**src/rtl/serial_status_pkg.sv**
```systemverilog
package serial_status_pkg;
  localparam int unsigned NUM_CLR  = 5;
  localparam int unsigned IDX_PER  = 0;
  localparam int unsigned IDX_FER  = 1;
  localparam int unsigned IDX_OVR  = 2;
  localparam int unsigned IDX_RXF  = 3;
  localparam int unsigned IDX_TXE  = 4;
  localparam int unsigned CLR_LSB  = 3;  // clearable flags live in bits 7..3
  localparam int unsigned BIT_TEND = 2;
  localparam int unsigned BIT_MPB  = 1;
  localparam int unsigned BIT_MPBT = 0;
  localparam logic [NUM_CLR-1:0] CLR_RST = 5'b10000;
endpackage

```
**src/rtl/status_flag_cell.sv**
```systemverilog
module status_flag_cell #(
  parameter logic RST_VAL = 1'b0
) (
  input  logic clk_i,
  input  logic rst_ni,
  input  logic standby_i,
  input  logic rd_i,
  input  logic wr_i,
  input  logic wbit_i,
  input  logic set_i,
  input  logic hw_clr_i,
  output logic flag_o
);
  logic flag_q, arm_q, sw_clr;

  assign sw_clr = wr_i & ~wbit_i & arm_q;
  assign flag_o = flag_q;

  always_ff @(posedge clk_i or negedge rst_ni) begin
    if (!rst_ni) begin
      flag_q <= RST_VAL;
      arm_q  <= 1'b0;
    end else if (standby_i) begin
      flag_q <= RST_VAL;
      arm_q  <= 1'b0;
    end else begin
      if (set_i)                   flag_q <= 1'b1;  // set wins
      else if (sw_clr || hw_clr_i) flag_q <= 1'b0;
      // write consumes old arm; a read in the same cycle re-arms
      if (rd_i)      arm_q <= flag_q;
      else if (wr_i) arm_q <= 1'b0;
    end
  end

  a_r3_no_clear_unarmed: assert property (@(posedge clk_i) disable iff (!rst_ni)
    (flag_q && !arm_q && !hw_clr_i && !standby_i) |=> flag_q);
  a_r2_write_never_sets: assert property (@(posedge clk_i) disable iff (!rst_ni)
    (!flag_q && !set_i && !standby_i) |=> !flag_q);
  a_r9_set_wins: assert property (@(posedge clk_i) disable iff (!rst_ni)
    (set_i && !standby_i) |=> flag_q);
endmodule

```
**src/rtl/status_rx_path.sv**
```systemverilog
module status_rx_path #(
  parameter int unsigned DATA_W = 8
) (
  input  logic              clk_i,
  input  logic              rst_ni,
  input  logic              standby_i,
  input  logic              rx_done_i,
  input  logic              rx_fer_i,
  input  logic              rx_par_i,
  input  logic              rx_mpb_i,
  input  logic [DATA_W-1:0] rx_data_i,
  input  logic              rxf_i,
  output logic              set_rxf_o,
  output logic              set_ovr_o,
  output logic              set_fer_o,
  output logic              set_per_o,
  output logic [DATA_W-1:0] rdr_o,
  output logic              mpb_o
);
  logic [DATA_W-1:0] rdr_q;
  logic              mpb_q, bad, load;

  assign bad       = rx_fer_i | rx_par_i;
  assign load      = rx_done_i & ~bad & ~rxf_i;
  assign set_rxf_o = load;
  assign set_ovr_o = rx_done_i & rxf_i;
  assign set_fer_o = rx_done_i & rx_fer_i;
  assign set_per_o = rx_done_i & rx_par_i;
  assign rdr_o     = rdr_q;
  assign mpb_o     = mpb_q;

  always_ff @(posedge clk_i or negedge rst_ni) begin
    if (!rst_ni) begin
      rdr_q <= '0;
      mpb_q <= 1'b0;
    end else if (standby_i) begin
      rdr_q <= '0;
      mpb_q <= 1'b0;
    end else if (load) begin
      rdr_q <= rx_data_i;
      mpb_q <= rx_mpb_i;
    end
  end

  a_r8_overrun_keeps_data: assert property (@(posedge clk_i) disable iff (!rst_ni)
    (rx_done_i && rxf_i && !standby_i) |=> $stable(rdr_q));
  a_r7_error_keeps_data: assert property (@(posedge clk_i) disable iff (!rst_ni)
    (rx_done_i && bad && !standby_i) |=> $stable(rdr_q));
endmodule

```
**src/rtl/serial_status_reg.sv**
```systemverilog
module serial_status_reg
  import serial_status_pkg::*;
#(
  parameter int unsigned DATA_W = 8
) (
  input  logic              clk_i,
  input  logic              rst_ni,
  input  logic              standby_i,
  input  logic              rd_i,
  input  logic              wr_i,
  input  logic [DATA_W-1:0] wdata_i,
  output logic [DATA_W-1:0] rdata_o,
  input  logic              tx_en_i,
  input  logic              tx_load_i,
  input  logic              tx_end_i,
  input  logic              rx_done_i,
  input  logic              rx_fer_i,
  input  logic              rx_par_i,
  input  logic              rx_mpb_i,
  input  logic [DATA_W-1:0] rx_data_i,
  input  logic              dma_tdr_wr_i,
  input  logic              dma_rdr_rd_i,
  output logic [DATA_W-1:0] rdr_o
);
  logic [NUM_CLR-1:0] flags, set_v, hw_clr_v;
  logic tend_q, mpbt_q, mpb;
  logic set_rxf, set_ovr, set_fer, set_per;

  status_rx_path #(.DATA_W(DATA_W)) u_rx (
    .clk_i, .rst_ni, .standby_i,
    .rx_done_i, .rx_fer_i, .rx_par_i, .rx_mpb_i, .rx_data_i,
    .rxf_i     (flags[IDX_RXF]),
    .set_rxf_o (set_rxf),
    .set_ovr_o (set_ovr),
    .set_fer_o (set_fer),
    .set_per_o (set_per),
    .rdr_o,
    .mpb_o     (mpb)
  );

  always_comb begin
    set_v            = '0;
    set_v[IDX_TXE]   = tx_load_i | ~tx_en_i;
    set_v[IDX_RXF]   = set_rxf;
    set_v[IDX_OVR]   = set_ovr;
    set_v[IDX_FER]   = set_fer;
    set_v[IDX_PER]   = set_per;
    hw_clr_v          = '0;
    hw_clr_v[IDX_TXE] = dma_tdr_wr_i;
    hw_clr_v[IDX_RXF] = dma_rdr_rd_i;
  end

  for (genvar i = 0; i < NUM_CLR; i++) begin : g_flag
    status_flag_cell #(.RST_VAL(CLR_RST[i])) u_cell (
      .clk_i, .rst_ni, .standby_i, .rd_i, .wr_i,
      .wbit_i   (wdata_i[CLR_LSB+i]),
      .set_i    (set_v[i]),
      .hw_clr_i (hw_clr_v[i]),
      .flag_o   (flags[i])
    );
  end

  always_ff @(posedge clk_i or negedge rst_ni) begin
    if (!rst_ni) begin
      tend_q <= 1'b1;
      mpbt_q <= 1'b0;
    end else if (standby_i) begin
      tend_q <= 1'b1;
      mpbt_q <= 1'b0;
    end else begin
      if (tx_end_i)       tend_q <= 1'b1;
      else if (tx_load_i) tend_q <= 1'b0;
      if (wr_i) mpbt_q <= wdata_i[BIT_MPBT];
    end
  end

  always_comb begin
    rdata_o                  = '0;
    rdata_o[CLR_LSB+:NUM_CLR] = flags;
    rdata_o[BIT_TEND]        = tend_q;
    rdata_o[BIT_MPB]         = mpb;
    rdata_o[BIT_MPBT]        = mpbt_q;
  end

  a_r4_tend_read_only: assert property (@(posedge clk_i) disable iff (!rst_ni)
    (!tx_end_i && !tx_load_i && !standby_i) |=> $stable(tend_q));
  a_r4_mpb_read_only: assert property (@(posedge clk_i) disable iff (!rst_ni)
    (!rx_done_i && !standby_i) |=> $stable(mpb));
  a_r5_txe_held_when_disabled: assert property (@(posedge clk_i) disable iff (!rst_ni)
    (!tx_en_i && !standby_i) |=> flags[IDX_TXE]);
  a_r1_standby_value: assert property (@(posedge clk_i) disable iff (!rst_ni)
    standby_i |=> (flags == CLR_RST && tend_q && !mpbt_q));
endmodule

```
**config.mk**
```make
export PLATFORM = sky130hd
export DESIGN_NAME = serial_status_reg
export DESIGN_NICKNAME = d
export VERILOG_FILES = /design/src/rtl/serial_status_pkg.sv /design/src/rtl/status_flag_cell.sv /design/src/rtl/status_rx_path.sv /design/src/rtl/serial_status_reg.sv
export SDC_FILE = /design/constraint.sdc
export NUM_CORES = 1
export LEC_CHECK = 0
export ABC_CLOCK_PERIOD_IN_PS = 3350
export BUFFER_PORTS_ARGS = -buffer_cell sky130_fd_sc_hd__buf_4
export CAP_MARGIN = 20
export CELL_PAD_IN_SITES_DETAIL_PLACEMENT = 1
export CELL_PAD_IN_SITES_GLOBAL_PLACEMENT = 1
export CORE_MARGIN = 10
export CORE_UTILIZATION = 37
export DETAILED_ROUTE_END_ITERATION = 8
export PLACE_DENSITY_LB_ADDON = 0.2
export SYNTH_ARGS = -nofsm -noshare
export SYNTH_HDL_FRONTEND = slang
export SYNTH_SLANG_ARGS = --single-unit
```
**constraint.sdc**
```tcl
create_clock -name clk_i -period 3.35 [get_ports clk_i]
set_input_delay 0.67 -clock clk_i [delete_from_list [all_inputs] [get_ports clk_i]]
set_output_delay 0.67 -clock clk_i [all_outputs]
set_load 0.01 [all_outputs]
```
==> impl_metrics.csv, run 1 <==
group,metric,value,unit
outcome,status,"finished, final reports clean",
timing,period_share,49.7,%
clock_tree,cts_tree,"yes",
yosys,ys_seq_elements,21,
power,peakVddDrop,201,uV
grt,grt_max_degree,32,
route,ant_nets,0,
route,route.detailed.drc,0,
clock_tree,clkLatencyLatePin,300,ps
placed_design,placed_area,0.00135,mm2
power,p_leak,0.661,nW
power,p_comb_share,16.9,%
route,routed_wl,2720,um
die,die_height,74.1,um
yosys,syn_avg_cell_area,10.8,um2
die,ios,46,
clock_tree,cts_hold_buf,0,
placed_design,gp_congestion,0.748,
timing,fin_crit,1660,ps
clock_tree,cts_max_level,1,
die,die_width,74.1,um
critical_path,crit_chain,"buf_4",
critical_path,critPathArrivalTime,990,ps
yosys,yosysWarnings,0,
final_layout,final_area,0.00138,mm2
grt,track_usage,10.4,%
timing,hold_violations,0,
timing,fin_tns_setup,0,ps
critical_path,end_kind,"output pin",
power,power_density,344,mW/mm2
route,wire_per_inst,16.5,um
power,finalPower,476,uW
yosys,synth_area,0.00108,mm2
grt,overflow,0,
final_layout,area_growth,27.8,%
yosys,synth.net_count,130,
final_layout,ff_latch_area,528,um2
critical_path,path_buf_inv,1,
clock_tree,root_buffer,"clkbuf_4",
route,drtPass1Iterations,4,
critical_path,crit_path_max_incr_delay,570,ps
critical_path,cp_max_fo,3,
timing,max_freq,0.601,GHz
clock_tree,cts.sinks,21,
clock_tree,cts_buffers,3,
grt,grt_pass1_vias,916,
timing,setup_violations,0,
final_layout,final_cell_mix,"buf_4, dfrtp_1, nand2b_1, mux2i_1",
route,dr.first_iter.drc_count,17,
final_layout,mostFrequentLayoutCell,"buf_4",
critical_path,cpMaxStageDelayCell,"dfstp_2",
clock_tree,postCtsSetupBuffers,0,
final_layout,drive_gt1_share,38.8,%
power,p_int,354,uW
die,die-area,0.00548,mm2
grt,antenna_found_initial,0,
critical_path,required,2680,ps
power,seq_power_share,56.8,%
clock_tree,post_cts_resized,0,
critical_path,path_delay_family,"flip-flops",
placed_design,io_buffers,43,
final_layout,multi_input_area,445,um2
hold_path,hold_class,"input pin to asynchronous set/reset pin",
route,vias,820,
timing,maxSlewViolCount,0,
die,core,0.00278,mm2
critical_path,start_kind,"register",
power,p_clk_share,26.4,%
final_layout,n_fill_cell,317,
grt,grt_pass1_wl,4490,um
power,swShare,25.6,%
timing,grt_setup_unrepaired,"no",
die,row_count,19,
timing,tightest_slew,294,ps
final_layout,final_nets,165,
power,power_switching,122,uW
timing,skew,3.54,ps
die,start_util,38.9,%
clock_tree,clockBufferDepth,2,
route,avgViaCountPerCell,4.97,
timing,slew_headroom,80.1,%
yosys,synth_cell_types,22,
clock_tree,clk_pin_slew,120,ps
critical_path,path_class,"register to output pin",
final_layout,diodes,0,
flow_run,maxCapViolCount,0,
placed_design,place_hpwl,2100,um
final_layout,finish.utilization,49.7,%
yosys,ys_seq_area_share,48.8,%
yosys,syn_inst,100,
routing by layer:
layer  up-vias  share of wire (%)  GRT usage, %
met1       401                 40          11.5
met2        21                 53          17.3
li1        396                  -             -
met3         2                6.8          4.12
met5         -                  0             0
met4         0               0.55          4.35
per-stage QoR:
| step | hold slack [ps] | setup WS, ps | instances |
|---|---|---|---|
| 2_1_floorplan | 374 | 1960 | 100 |
| 3_3_place_gp | 465 | 1770 | 161 |
| 3_5_place_dp | 472 | 1730 | 161 |
| 4_1_cts | 221 | 1670 | 165 |
| 5_1_grt | 200 | 1630 | 165 |
| 6_report | 224 | 1690 | 165 |
final timing paths:
kind,start,endpoint,slack [ps],depth (start not counted)
min in group clk_i,tend_q,tend_q,490,2
setup / recovery,g_flag[4].u_cell.flag_o,rdata_o[7],1690,1
max in group asynchronous,rst_ni,tend_q,2850,1
hold / removal,rst_ni,g_flag[1].u_cell.arm_q,220,1
setup reg to reg,g_flag[3].u_cell.flag_o,u_rx.mpb_o,2130,3
hold reg to reg,tend_q,tend_q,490,2
sequential cells by signal, summed over array words and instances, names as in the netlist:
name,cells
g_flag.u_cell.arm_q,5
g_flag.u_cell.flag_o,5
u_rx.mpb_o,1
tend_q,1
u_rx.rdr_o,8
mpbt_q,1
power by group through the flow:
stage          Clock, mW  Combinational [mW]  Sequential [mW]
6_report           0.125              0.0802            0.270
5_1_grt            0.147              0.0887            0.272
4_1_cts            0.133              0.0824            0.270
3_5_place_dp           0              0.0821            0.275
3_3_place_gp           0              0.0802            0.274
2_1_floorplan          0              0.0397            0.275
synth_stat cells (all sizes together):
cell | count | area share (%)
dfrtp | 19 | 44
nand2b | 18 | 10
buf | 12 | 8.2
mux2i | 10 | 9.3
a21oi | 5 | 2.3
nand2 | 5 | 1.7
or3b | 5 | 4.1
nand3b | 4 | 2.8
a32o | 3 | 2.8
inv | 3 | 1.0
nor2 | 3 | 1.0
nor2b | 3 | 1.7
clkbuf | 2 | 0.69
dfstp | 2 | 4.9
a22o | 1 | 0.81
and3b | 1 | 0.93
nor3b | 1 | 0.69
nor4b | 1 | 1.4
o21ai | 1 | 0.46
o311ai | 1 | 0.81
cell type report:
cell class,instances,share of cell area [%]
Tap cell,31,2.81
Timing Repair Buffer,44,23.9
Clock inverter,1,0.362
Sequential cell,21,38.2
Clock buffer,3,1.63
Inverter,3,0.815
Multi-Input combinational cell,62,32.2
logic make-up (layout without fill, tap and decap cells):
group,Yosys count,after routing,share of synthesized area [%]
simple gates,41,41,24.8
flops,21,21,48.8
buf+inv,17,51,9.95
compound gates,11,11,7.18
mux,10,10,9.26
No activity file was read; power rests on OpenSTA's default activity.
==> run 2, diff against run 1 <==
--- a/config.mk
+++ b/config.mk
@@ -5,13 +5,13 @@
 export SDC_FILE = /design/constraint.sdc
 export NUM_CORES = 1
 export LEC_CHECK = 0
-export ABC_CLOCK_PERIOD_IN_PS = 3350
+export ABC_CLOCK_PERIOD_IN_PS = 1500
 export BUFFER_PORTS_ARGS = -buffer_cell sky130_fd_sc_hd__buf_4
 export CAP_MARGIN = 20
 export CELL_PAD_IN_SITES_DETAIL_PLACEMENT = 1
 export CELL_PAD_IN_SITES_GLOBAL_PLACEMENT = 1
 export CORE_MARGIN = 10
-export CORE_UTILIZATION = 37
+export CORE_UTILIZATION = 31
 export DETAILED_ROUTE_END_ITERATION = 8
 export PLACE_DENSITY_LB_ADDON = 0.2
 export SYNTH_ARGS = -nofsm -noshare
==> constraint.sdc (replaced) <==
create_clock -name clk_i -period 1.5 [get_ports clk_i]
set_input_delay 0.3 -clock clk_i [delete_from_list [all_inputs] [get_ports clk_i]]
set_output_delay 0.3 -clock clk_i [all_outputs]
set_load 0.01 [all_outputs]
==> run 2 against run 1 <==
Core utilization decreased by 7.7 points. Register-to-register slack worse by 1900 ps. First-iteration DRC count grew 110%. Sequential share of layout area decreased by 0.78 points. Global-route usage is 0.86 points lower. Final area increased by 2.1%. Non-clock buffer count rose by 1. Hold slack worse by 71 ps. Count of clock-buffer cells in the layout did not move. Worst setup slack worse by 1500 ps. Clock skew increased by 4.5 ps. Sequential cell count unchanged.
==> impl_metrics.csv, run 2 (synthesized netlist as in run 1, its figures left out) <==
group,metric,value,unit
power,peakVddDrop,465,uV
grt,grt_max_degree,32,
critical_path,critPathArrivalTime,980,ps
grt,grt_pass1_vias,990,
critical_path,start_kind,"register",
final_layout,instances_no_fill,181,
power,power_switching,277,uW
grt,antenna_found_initial,0,
die,die-area,0.00625,mm2
critical_path,path_delay_family,"flip-flops",
route,ant_nets,0,
final_layout,final_cell_mix,"buf_4, dfrtp_1, nand2b_1, mux2i_1",
power,power_density,758,mW/mm2
power,p_comb_share,17.1,%
placed_design,place_hpwl,2230,um
die,die_width,79.1,um
flow_run,maxCapViolCount,0,
power,p_leak,0.665,nW
timing,tightest_slew,294,ps
clock_tree,clkLatencyLatePin,310,ps
power,p_int,792,uW
route,avgViaCountPerCell,4.73,
timing,skew,8.08,ps
final_layout,final_nets,166,
clock_tree,cts_hold_buf,1,
critical_path,cpMaxStageDelayCell,"dfstp_2",
final_layout,largest_register_ffs,8,
timing,fin_crit,1280,ps
die,die_height,79.1,um
outcome,status,"finished, final reports clean",
clock_tree,cts_max_level,1,
timing,fin_tns_setup,0,ps
die,row_count,21,
final_layout,drive_gt1_share,38.5,%
timing,grt_setup_unrepaired,"no",
route,drtPass1Iterations,4,
critical_path,end_kind,"output pin",
final_layout,mostFrequentLayoutCell,"buf_4",
die,start_util,32.1,%
timing,maxSlewViolCount,0,
timing,period_share,85.2,%
route,route.detailed.drc,0,
clock_tree,cts_tree,"yes",
critical_path,crit_path_max_incr_delay,560,ps
route,dr.first_iter.drc_count,35,
route,routed_wl,2900,um
clock_tree,postCtsSetupBuffers,0,
timing,slew_headroom,80.2,%
final_layout,diodes,0,
route,wire_per_inst,16.0,um
die,ios,46,
final_layout,n_fill_cell,405,
clock_tree,cts.sinks,21,
grt,grt_pass1_wl,4860,um
hold_path,hold_class,"input pin to register",
clock_tree,clk_pin_slew,120,ps
critical_path,path_class,"register to output pin",
clock_tree,post_cts_resized,0,
die,core,0.00336,mm2
power,swShare,25.9,%
critical_path,path_buf_inv,1,
power,seq_power_share,56.5,%
grt,overflow,0,
critical_path,crit_chain,"buf_4",
timing,whs,152,ps
grt,track_usage,9.53,%
placed_design,io_buffers,43,
timing,setup_violations,0,
placed_design,dp.cells,176,
placed_design,gp_congestion,0.746,
clock_tree,cts_buffers,3,
clock_tree,root_buffer,"clkbuf_4",
power,p_clk_share,26.4,%
critical_path,required,1200,ps
timing,hold_violations,0,
timing,max_freq,0.783,GHz
route,vias,857,
critical_path,cp_max_fo,3,
final_layout,area_growth,30.4,%
clock_tree,clockBufferDepth,2,
## run 2: changes by cell type in the layout (fill, tap and decap cells not counted), sizes merged
cell         delta
dlygate4sd3     +1
## run 2: final timing paths
path                            slack, ps                endpoint               startpoint  cells after the start
worst max-delay path                  220              rdata_o[7]  g_flag[4].u_cell.flag_o                      1
min in group asynchronous             400  g_flag[1].u_cell.arm_q                   rst_ni                      2
worst max register to register        270           u_rx.rdr_o[6]  g_flag[3].u_cell.flag_o                      3
max in group asynchronous             810                  tend_q                   rst_ni                      2
worst min-delay path                  150                  tend_q                tx_load_i                      2
worst min register to register        490                  tend_q                   tend_q                      2
## run 2: final cells by class
cell class / instances / area, um2 / share of cell area (%)
Sequential cell: 21 / 528 / 37.4
Clock buffer: 3 / 22.5 / 1.60
Multi-Input combinational cell: 62 / 445 / 31.6
Clock inverter: 1 / 5.00 / 0.355
Tap cell: 46 / 57.6 / 4.08
Inverter: 3 / 11.3 / 0.799
Timing Repair Buffer: 45 / 340 / 24.1
## run 2: power by group through the flow
stage                     sequential (mW)  combinational (mW)  clock [mW]
after floorplan                     0.614              0.0886           0
after global placement              0.614               0.180           0
after detailed placement            0.615               0.186           0
after CTS                           0.604               0.189       0.296
after global routing                0.608               0.203       0.329
final                               0.604               0.183       0.282
## run 2: layer usage
layer / GRT usage [%] / up-vias / wire length (um)
li1: - / 398 / -
met1: 9.81 / 432 / 1070
met2: 17.0 / 25 / 1530
met3: 5.41 / 2 / 289
met4: 1.08 / 0 / 13
met5: 0 / - / 0
## run 2: metrics by stage
| stage | power [mW] | instance area (um2) | utilization, % | worst slack (ps) |
|---|---|---|---|---|
| 3_5_place_dp | 0.801 | 1370 | 40.8 | 253 |
| 5_1_grt | 1.14 | 1410 | 41.9 | 166 |
| 2_1_floorplan | 0.703 | 1080 | - | 429 |
| 3_3_place_gp | 0.794 | 1370 | 40.8 | 287 |
| 4_1_cts | 1.09 | 1410 | 41.9 | 210 |
| 6_report | 1.07 | 1410 | 41.9 | 223 |
